==> src/rtl/dual_dac_pkg.sv <==
package dual_dac_pkg;

    parameter int unsigned DAC_CODE_W  = 10;
    parameter int unsigned CMD_FIELD_W = 4;
    parameter int unsigned WORD_W      = 16;

    // Command field values; any value not listed is reserved and inert.
    typedef enum logic [3:0] {
        CMD_NOP        = 4'b0000,
        CMD_STAGE_A    = 4'b0001,
        CMD_STAGE_B    = 4'b0010,
        CMD_COMMIT     = 4'b1000,
        CMD_STAGE_A_GO = 4'b1001,
        CMD_STAGE_B_GO = 4'b1010,
        CMD_WAKE       = 4'b1101,
        CMD_SLEEP      = 4'b1110,
        CMD_ALL_GO     = 4'b1111
    } dac_cmd_e;

endpackage

==> src/rtl/dual_dac_sampler.sv <==
// Synchronizes the serial lines into the clk domain and detects edges.
module dual_dac_sampler #(
    parameter int unsigned SYNC_STAGES = 2
) (
    input  logic clk,
    input  logic rst_n,
    input  logic sck_in,
    input  logic csn_in,
    input  logic sdi_in,
    output logic sck_rise,
    output logic sel_rise,
    output logic sel_active,
    output logic sdi_sync
);

    typedef struct packed {
        logic [SYNC_STAGES-1:0] sck_pipe;
        logic [SYNC_STAGES-1:0] csn_pipe;
        logic [SYNC_STAGES-1:0] sdi_pipe;
        logic                   sck_prev;
        logic                   csn_prev;
    } samp_t;

    samp_t st_d, st_q;

    logic sck_s, csn_s;

    assign sck_s = st_q.sck_pipe[SYNC_STAGES-1];
    assign csn_s = st_q.csn_pipe[SYNC_STAGES-1];

    always_comb begin
        st_d          = st_q;
        st_d.sck_pipe = SYNC_STAGES'({st_q.sck_pipe, sck_in});
        st_d.csn_pipe = SYNC_STAGES'({st_q.csn_pipe, csn_in});
        st_d.sdi_pipe = SYNC_STAGES'({st_q.sdi_pipe, sdi_in});
        st_d.sck_prev = sck_s;
        st_d.csn_prev = csn_s;
    end

    always_ff @(posedge clk or negedge rst_n) begin
        if (!rst_n) begin
            st_q.sck_pipe <= '0;
            st_q.csn_pipe <= '1;
            st_q.sdi_pipe <= '0;
            st_q.sck_prev <= 1'b0;
            st_q.csn_prev <= 1'b1;
        end else begin
            st_q <= st_d;
        end
    end

    assign sck_rise   = sck_s & ~st_q.sck_prev;
    assign sel_rise   = csn_s & ~st_q.csn_prev;
    assign sel_active = ~csn_s;
    assign sdi_sync   = st_q.sdi_pipe[SYNC_STAGES-1];

endmodule

==> src/rtl/dual_dac_shifter.sv <==
// Collects serial bits MSB first and flags a frame of exactly WORD_W bits.
module dual_dac_shifter #(
    parameter int unsigned WORD_W = 16
) (
    input  logic              clk,
    input  logic              rst_n,
    input  logic              sck_rise,
    input  logic              sel_rise,
    input  logic              sel_active,
    input  logic              sdi_sync,
    output logic              word_stb,
    output logic [WORD_W-1:0] word
);

    localparam int unsigned CNT_W   = $clog2(WORD_W + 2);
    localparam int unsigned CNT_SAT = WORD_W + 1;

    typedef struct packed {
        logic [WORD_W-1:0] shreg;
        logic [CNT_W-1:0]  nbits;
    } shf_t;

    shf_t sh_d, sh_q;

    always_comb begin
        sh_d = sh_q;
        if (sel_active) begin
            if (sck_rise) begin
                sh_d.shreg = {sh_q.shreg[WORD_W-2:0], sdi_sync};
                if (sh_q.nbits != CNT_W'(CNT_SAT)) begin
                    sh_d.nbits = sh_q.nbits + 1'b1;
                end
            end
        end else begin
            sh_d.nbits = '0;
        end
    end

    always_ff @(posedge clk or negedge rst_n) begin
        if (!rst_n) begin
            sh_q <= '0;
        end else begin
            sh_q <= sh_d;
        end
    end

    assign word_stb = sel_rise && (sh_q.nbits == CNT_W'(WORD_W));
    assign word     = sh_q.shreg;

endmodule

==> src/rtl/dual_dac_regs.sv <==
// Decodes a received word and updates staging, DAC and power state.
module dual_dac_regs
    import dual_dac_pkg::*;
#(
    parameter int unsigned WORD_W = dual_dac_pkg::WORD_W,
    parameter int unsigned CMD_W  = dual_dac_pkg::CMD_FIELD_W,
    parameter int unsigned DATA_W = dual_dac_pkg::DAC_CODE_W
) (
    input  logic              clk,
    input  logic              rst_n,
    input  logic              word_stb,
    input  logic [WORD_W-1:0] word,
    output logic [DATA_W-1:0] out_a,
    output logic [DATA_W-1:0] out_b,
    output logic              awake
);

    localparam int unsigned PAD_W = WORD_W - CMD_W - DATA_W;

    typedef struct packed {
        logic [DATA_W-1:0] stage_a;
        logic [DATA_W-1:0] stage_b;
        logic [DATA_W-1:0] live_a;
        logic [DATA_W-1:0] live_b;
        logic              on;
    } reg_t;

    reg_t rg_d, rg_q;

    logic [CMD_W-1:0]  cmd_raw;
    logic [DATA_W-1:0] code;
    logic              unused_pad;

    assign cmd_raw    = word[WORD_W-1 -: CMD_W];
    assign code       = word[WORD_W-CMD_W-1 -: DATA_W];
    assign unused_pad = ^word[PAD_W-1:0];

    always_comb begin
        rg_d = rg_q;
        if (word_stb) begin
            case (dac_cmd_e'(cmd_raw))
                CMD_STAGE_A: rg_d.stage_a = code;
                CMD_STAGE_B: rg_d.stage_b = code;
                CMD_COMMIT: begin
                    rg_d.live_a = rg_q.stage_a;
                    rg_d.live_b = rg_q.stage_b;
                    rg_d.on     = 1'b1;
                end
                CMD_STAGE_A_GO: begin
                    rg_d.stage_a = code;
                    rg_d.live_a  = code;
                    rg_d.live_b  = rg_q.stage_b;
                    rg_d.on      = 1'b1;
                end
                CMD_STAGE_B_GO: begin
                    rg_d.stage_b = code;
                    rg_d.live_a  = rg_q.stage_a;
                    rg_d.live_b  = code;
                    rg_d.on      = 1'b1;
                end
                CMD_WAKE:  rg_d.on = 1'b1;
                CMD_SLEEP: rg_d.on = 1'b0;
                CMD_ALL_GO: begin
                    rg_d.stage_a = code;
                    rg_d.stage_b = code;
                    rg_d.live_a  = code;
                    rg_d.live_b  = code;
                    rg_d.on      = 1'b1;
                end
                default: rg_d = rg_q;  // no-op and reserved values
            endcase
        end
    end

    always_ff @(posedge clk or negedge rst_n) begin
        if (!rst_n) begin
            rg_q <= '0;
        end else begin
            rg_q <= rg_d;
        end
    end

    assign out_a = rg_q.live_a;
    assign out_b = rg_q.live_b;
    assign awake = rg_q.on;

endmodule

==> src/rtl/dual_dac_cmd.sv <==
module dual_dac_cmd #(
    parameter int unsigned SYNC_STAGES = 2,
    parameter int unsigned WORD_W      = dual_dac_pkg::WORD_W,
    parameter int unsigned CMD_W       = dual_dac_pkg::CMD_FIELD_W,
    parameter int unsigned DATA_W      = dual_dac_pkg::DAC_CODE_W
) (
    input  logic              clk,
    input  logic              rst_n,
    input  logic              spi_sck,
    input  logic              spi_csn,
    input  logic              spi_sdi,
    output logic [DATA_W-1:0] dac_a_code,
    output logic [DATA_W-1:0] dac_b_code,
    output logic              dac_a_oe,
    output logic              dac_b_oe
);

    logic              sck_rise, sel_rise, sel_active, sdi_sync;
    logic              word_stb;
    logic [WORD_W-1:0] word;
    logic              awake;

    dual_dac_sampler #(.SYNC_STAGES(SYNC_STAGES)) u_samp (
        .clk        (clk),
        .rst_n      (rst_n),
        .sck_in     (spi_sck),
        .csn_in     (spi_csn),
        .sdi_in     (spi_sdi),
        .sck_rise   (sck_rise),
        .sel_rise   (sel_rise),
        .sel_active (sel_active),
        .sdi_sync   (sdi_sync)
    );

    dual_dac_shifter #(.WORD_W(WORD_W)) u_shf (
        .clk        (clk),
        .rst_n      (rst_n),
        .sck_rise   (sck_rise),
        .sel_rise   (sel_rise),
        .sel_active (sel_active),
        .sdi_sync   (sdi_sync),
        .word_stb   (word_stb),
        .word       (word)
    );

    dual_dac_regs #(
        .WORD_W (WORD_W),
        .CMD_W  (CMD_W),
        .DATA_W (DATA_W)
    ) u_regs (
        .clk      (clk),
        .rst_n    (rst_n),
        .word_stb (word_stb),
        .word     (word),
        .out_a    (dac_a_code),
        .out_b    (dac_b_code),
        .awake    (awake)
    );

    // Both channels share one power state.
    assign dac_a_oe = awake;
    assign dac_b_oe = awake;

endmodule

==> config.mk <==
export PLATFORM = sky130hd
export DESIGN_NAME = dual_dac_cmd
export DESIGN_NICKNAME = d
export VERILOG_FILES = /design/src/rtl/dual_dac_pkg.sv /design/src/rtl/dual_dac_sampler.sv /design/src/rtl/dual_dac_shifter.sv /design/src/rtl/dual_dac_regs.sv /design/src/rtl/dual_dac_cmd.sv
export SDC_FILE = /design/constraint.sdc
export NUM_CORES = 1
export LEC_CHECK = 0
export ABC_CLOCK_PERIOD_IN_PS = 2400
export BUFFER_PORTS_ARGS = -buffer_cell sky130_fd_sc_hd__buf_2
export CORE_MARGIN = 4
export CORE_UTILIZATION = 59
export CTS_CLUSTER_DIAMETER = 120
export CTS_CLUSTER_SIZE = 12
export DETAILED_ROUTE_END_ITERATION = 10
export PLACE_DENSITY_LB_ADDON = 0.08
export SYNTH_ARGS = -nofsm -noshare
export SYNTH_HDL_FRONTEND = slang
export SYNTH_SLANG_ARGS = --single-unit
==> constraint.sdc <==
create_clock -name clk -period 2.4 [get_ports clk]
set_clock_uncertainty 0.15 [all_clocks]
set_input_delay 0.24 -clock clk [delete_from_list [all_inputs] [get_ports clk]]
set_output_delay 0.24 -clock clk [all_outputs]
set_load 0.005 [all_outputs]
## Yosys cells after proc, flatten, opt, wreduce, memory -nomap -nowiden

Index checks and enable logic that the tools add are counted.
Widths: inputs -> output; s select.

- $add $sub $neg: 1
- Equality and inequality tests: 10
- Multiplexer cells: 5
- Bitwise gates (word level): 5
- Reduce and logical (&&, ||, !) cells: 14

Operator list:

| operator | count |
|---|---|
| $pmux 20 s4 | 1 |
| $eq 4x4->1 const B | 6 |
| $mux 5 | 3 |
| $reduce_and 2->1 | 6 |
| $reduce_bool 2->1 | 3 |
| $reduce_or 3->1 | 2 |
| $add 5x1->5 const B | 1 |
| $eq 5x5->1 const B | 1 |
| $ne 5x5->1 const B | 1 |
| $reduce_or 5->1 | 1 |
| $eq 4x1->1 const B | 1 |
| $eq 4x2->1 const B | 1 |
| $reduce_bool 4->1 | 1 |
| $not 1->1 | 3 |
| $and 1x1->1 | 2 |
| $pmux 1 s2 | 1 |
| $logic_and 1x1->1 | 1 |

- Bits in registers: 70
- Input bits: 5
- Output and inout bits: 22
- Logic and storage cells: 47

## Logic depth before layout (Yosys ltp)

- Depth after elaboration: 4
- Depth in mapped cells: 7

## By module

A second synthesis with hierarchy kept.

- Cells, all modules: 292
- Area total of the unflattened synthesis: 3402.0 sq um

Modules (own cells, without submodules):

| module | times used | cells an instance | area each (sq um) | seq. area each (sq um) |
|---|---|---|---|---|
| dual_dac_regs | 1 | 199 | 2097.0 | 1026.0 |
| dual_dac_shifter | 1 | 81 | 1069.8 | 525.5 |
| dual_dac_sampler | 1 | 11 | 227.7 | 203.9 |
| dual_dac_cmd | 1 | 1 | 7.5 | 0.0 |

## Worst setup path after synthesis

Ideal clock, no wire load.

- Path kind: reg-to-reg
- Start point: reg u_samp.st_q (netlist bit u_samp.csn_s)
- End point: reg u_regs.rg_q (netlist bit u_regs.out_a[0])
- Setup time: 130 ps
- Arrival: 1445 ps
- Slack: 676 ps
- Cell stages (with the launch flop): 7
- Cell sequence: dfstp_2 buf_2 and4b_1 clkbuf_1 and4_1 buf_2 a31oi_1

- Cells in the longest elaborated chain, start to end: 3

RTL lines:

| what | RTL line | text |
|---|---|---|
| start, declared | dual_dac_sampler.sv:24 | `samp_t st_d, st_q;` |
| start signal, assigned | dual_dac_sampler.sv:48 | `st_q <= st_d;` |
| $and 1x1->1 | dual_dac_sampler.sv:53 | `assign sel_rise = csn_s & ~st_q.csn_prev;` |
| $logic_and 1x1->1 | dual_dac_shifter.sv:47 | `assign word_stb = sel_rise && (sh_q.nbits == CNT_W'(WORD_W));` |
| $reduce_and 2->1 (no source line) | - |  |
| end signal, assigned | dual_dac_regs.sv:79 | `rg_q <= rg_d;` |
| end, declared | dual_dac_regs.sv:28 | `reg_t rg_d, rg_q;` |

Every way passes these cells.
A chain may end at the register's enable or synchronous reset.

## Worst setup path after layout

- Start point: reg u_shf.sh_q (netlist bit u_shf.word[14])
- End point: reg u_regs.rg_q (netlist bit u_regs.out_b[3])

- Cells in the longest elaborated chain, start to end: 3
- Elaborated cells between the ends (all ways): 7
- Those cells by class: eq/ne: 4; mux: 1; reduce/logical: 2

RTL lines:

| what | RTL line | text |
|---|---|---|
| start, declared | dual_dac_shifter.sv:23 | `shf_t sh_d, sh_q;` |
| start signal, assigned | dual_dac_shifter.sv:41 | `sh_q <= '0;` |
| start signal, assigned | dual_dac_shifter.sv:43 | `sh_q <= sh_d;` |
| $eq 4x4->1 | dual_dac_regs.sv:41 | `case (dac_cmd_e'(cmd_raw))` |
| $reduce_bool 4->1 (no source line) | - |  |
| $reduce_and 2->1 (no source line) | - |  |

Parallel ways exist; a longest one is shown, timed or not.

==> run metrics <==
unrepaired setup endpoints after global routing no; post-synthesis cell area between 3000 and 4000 µm²; Seq pwr share 55.5%; DIE WIDTH about 83 µm; dpl ws between 0.4 and 0.5 ns; Tightest Pin Transition roughly 0.77 ns; drt pass-1 iters 5; worst hold path class flop to flop; Synth top area share 50.5%; clock root buffer clkbuf_8; Pwr Density 682 nW/µm²; Area Overhead vs Synth 9.65%; die height between 80 and 90 µm; # H-tree levels 3; Max Fclk just over 0.5 GHz; Rel. slew slack between 40% and 50%; worst hold slack around 0.20 ns; DR iter-0 viols 161; via count approximately 2.3k; FILL cells roughly 460; TritonCTS Sinks 70; minimum clock period 1.96 ns; number of distinct library cells after synthesis 36; diode count 0; Initial Utilization between 60% and 70%; MaxCap Viol Count 0; number of global-route vias before repair about 2.4k; Fin. Hold Viols 0; worst-case clock buffer depth 2; placed standard-cell area ~3400 µm²; Layout Cell Area excl Fill between 3000 and 4000 µm²; crit start category flop; share of post-route cells with drive strength above 1 between 30% and 40%; Post-Syn Area per Cell about 12 µm²; post-cts resize count 0; status completed; GP Congestion a little over 0.8; r2r startpoint u_shf.word[14]$_DFFE_PN0P_; remaining antenna violation count 0; row count 27; CP required approximately 2.5 ns; P_leak 1.64 nW; drt wl/cell roughly 18 µm; top-count cell post-synth dfrtp_1; Synth top cells by count dfrtp_1 (67), mux2_2 (36), o21ai_0 (25); Gate Count Post-Synth 280; synthesized flop and latch total 70; Max VDD drop about 460 µV; die area 6890 µm²; Hold Path Origin u_samp.st_d[3]$_DFF_PN0_; layout net count 300; worst path arrival time 2.02 ns; Most used DFF post-synth dfrtp_1; largest net degree at the start of global routing 32; Net Sw Frac between 20% and 30%; reg2reg end u_regs.out_b[3]$_DFFE_PN0P_; CP max FO 21; Crit. End Element flop; Via-to-Cell Ratio 6.10; register area share after synthesis 52.9%; Final Core Density around two thirds; syn_nets 288; synth top area cells dfrtp_1 (51%), mux2_2 (12%), a41oi_1 (5.3%), buf_4 (4.8%), a31oi_1 (4.0%); internal cell power 0.00186 W; clock transition at the registers of the reported paths around 0.080 ns; Worst Slack Setup Final ~0.44 ns; setup_tns 0 ns; CORE AREA ~5500 µm²; post-synth top area cell dfrtp_1; Clock power frac about two fifths; combinational power share 5.1%; Sw Pwr roughly 0.00062 W; synth warn 0; max-slew violations 0; initial antenna violation count 0; CTS Buf Count 9; clk_lat worst skew roughly 0.34 ns; hold path cells 0; Routed Wire Length around 6600 µm; I/O pins 27; number of synthesized flops with an enable pin 0; drt drc 0; CTS tree done; R2R depth 4; grt total ovfl 0; port buffer count 26; FF-to-FF setup slack ~0.44 ns; Setup CP Type flop to flop; ys async rst share 100%; Final Cycle Share 81.5%; Final setup viols 0; first-pass GRT wire length 11900 µm; HPWL after DPL around 4400 µm; total global-route track usage a little over a fifth; Hold Path End u_samp.sdi_sync$_DFF_PN0_
power groups by stage:
stage / logic [W] / registers [W] / clock network (W)
after CTS: 0.000130 / 0.00138 / 0.000996
after global routing: 0.000145 / 0.00140 / 0.00105
after floorplan: 0.0000840 / 0.00134 / 0
after global placement: 0.000120 / 0.00140 / 0
final: 0.000127 / 0.00138 / 0.000978
after detailed placement: 0.000126 / 0.00140 / 0
metal layers:
metal | global-route usage [%] | routed length (µm) | vias up | part of all wire, %
met3 | 4.76 | 304 | 4 | 4.6
met2 | 31.9 | 3060 | 62 | 47
met1 | 30.9 | 3150 | 1124 | 48
met5 | 0 | 0 | - | 0
li1 | - | - | 1060 | -
met4 | 7.88 | 57 | 0 | 0.87
layout make-up:
cell class              instances  area [µm²]  share of cell area [%]
inverters                       4        15.0                   0.413
well taps                      72        90.1                    2.48
clock buffers                  11         151                    4.16
multi-input cells             167        1310                    36.0
flip-flops and latches         70        1760                    48.2
repair buffers                 40         258                    7.08
clock inverters                 5        57.6                    1.58
sequential cells by signal (all words and copies together) (netlist names):
signal           flops
u_regs.awake         1
u_regs.out_a        10
u_regs.out_b        10
u_regs.rg_q         20
u_samp.csn_s         1
u_samp.sck_s         1
u_samp.sdi_sync      1
u_samp.st_d          3
u_samp.st_q          2
u_shf.sh_q           5
u_shf.word          16
worst max path at each step:
stage / start / end / slack [ns] / depth (start not counted)
global route: u_shf.word[12]$_DFFE_PN0P_ / u_regs.out_b[3]$_DFFE_PN0P_ / 0.31 / 4
finish: u_shf.word[14]$_DFFE_PN0P_ / u_regs.out_b[3]$_DFFE_PN0P_ / 0.44 / 4
global placement: u_shf.word[14]$_DFFE_PN0P_ / u_regs.out_a[3]$_DFFE_PN0P_ / 0.54 / 4
floorplan: u_samp.csn_s$_DFF_PN1_ / u_regs.out_a[0]$_DFFE_PN0P_ / 0.68 / 6
CTS: u_shf.word[14]$_DFFE_PN0P_ / u_regs.out_b[3]$_DFFE_PN0P_ / 0.45 / 4
detailed placement: u_shf.word[12]$_DFFE_PN0P_ / u_regs.out_b[6]$_DFFE_PN0P_ / 0.46 / 4
worst max-delay path: stages, from the launching register on:
cell	delay (ns)
dfrtp_1	0.54
a21bo_2	0.54
and4_1	0.25
buf_4	0.23
a31oi_1	0.12
placed cells by master (no fill, tap or decap), types with 4 or more instances in the layout:
master	synthesis	layout
a21oi_1	6	6
buf_4	21	9
mux2_2	36	36
dlygate4sd3_1	0	4
o21ai_0	25	25
clkbuf_8	0	11
a31oi_1	21	21
nand2_1	4	4
dfrtp_1	67	67
nand3_1	22	22
buf_2	9	26
inv_1	4	4
a41oi_1	20	20
cell families (layout without fill, tap and decap cells):
| kind of cell | Yosys count | in the layout | share of synthesized area (%) |
|---|---|---|---|
| flops | 70 | 70 | 52.9 |
| simple gates | 48 | 48 | 9.01 |
| buf+inv | 43 | 60 | 7.58 |
| compound gates | 76 | 76 | 16.1 |
| xor+xnor | 4 | 4 | 1.06 |
| fa+ha+maj | 3 | 3 | 1.13 |
| mux | 36 | 36 | 12.2 |
per-stage QoR:
step,total power (W),std cells
global placement,0.00152,349
detailed placement,0.00152,349
CTS,0.00250,369
global route,0.00259,369
finish,0.00248,369
floorplan,0.00142,280
timing repair:
action | CTS | global route
buffers inserted | 0 | 0
hold buffers | 4 | 0
endpoints found under the hold margin | 31 | 0
endpoints found under the setup margin | 0 | 0
Power figures use the tool's default switching activity.
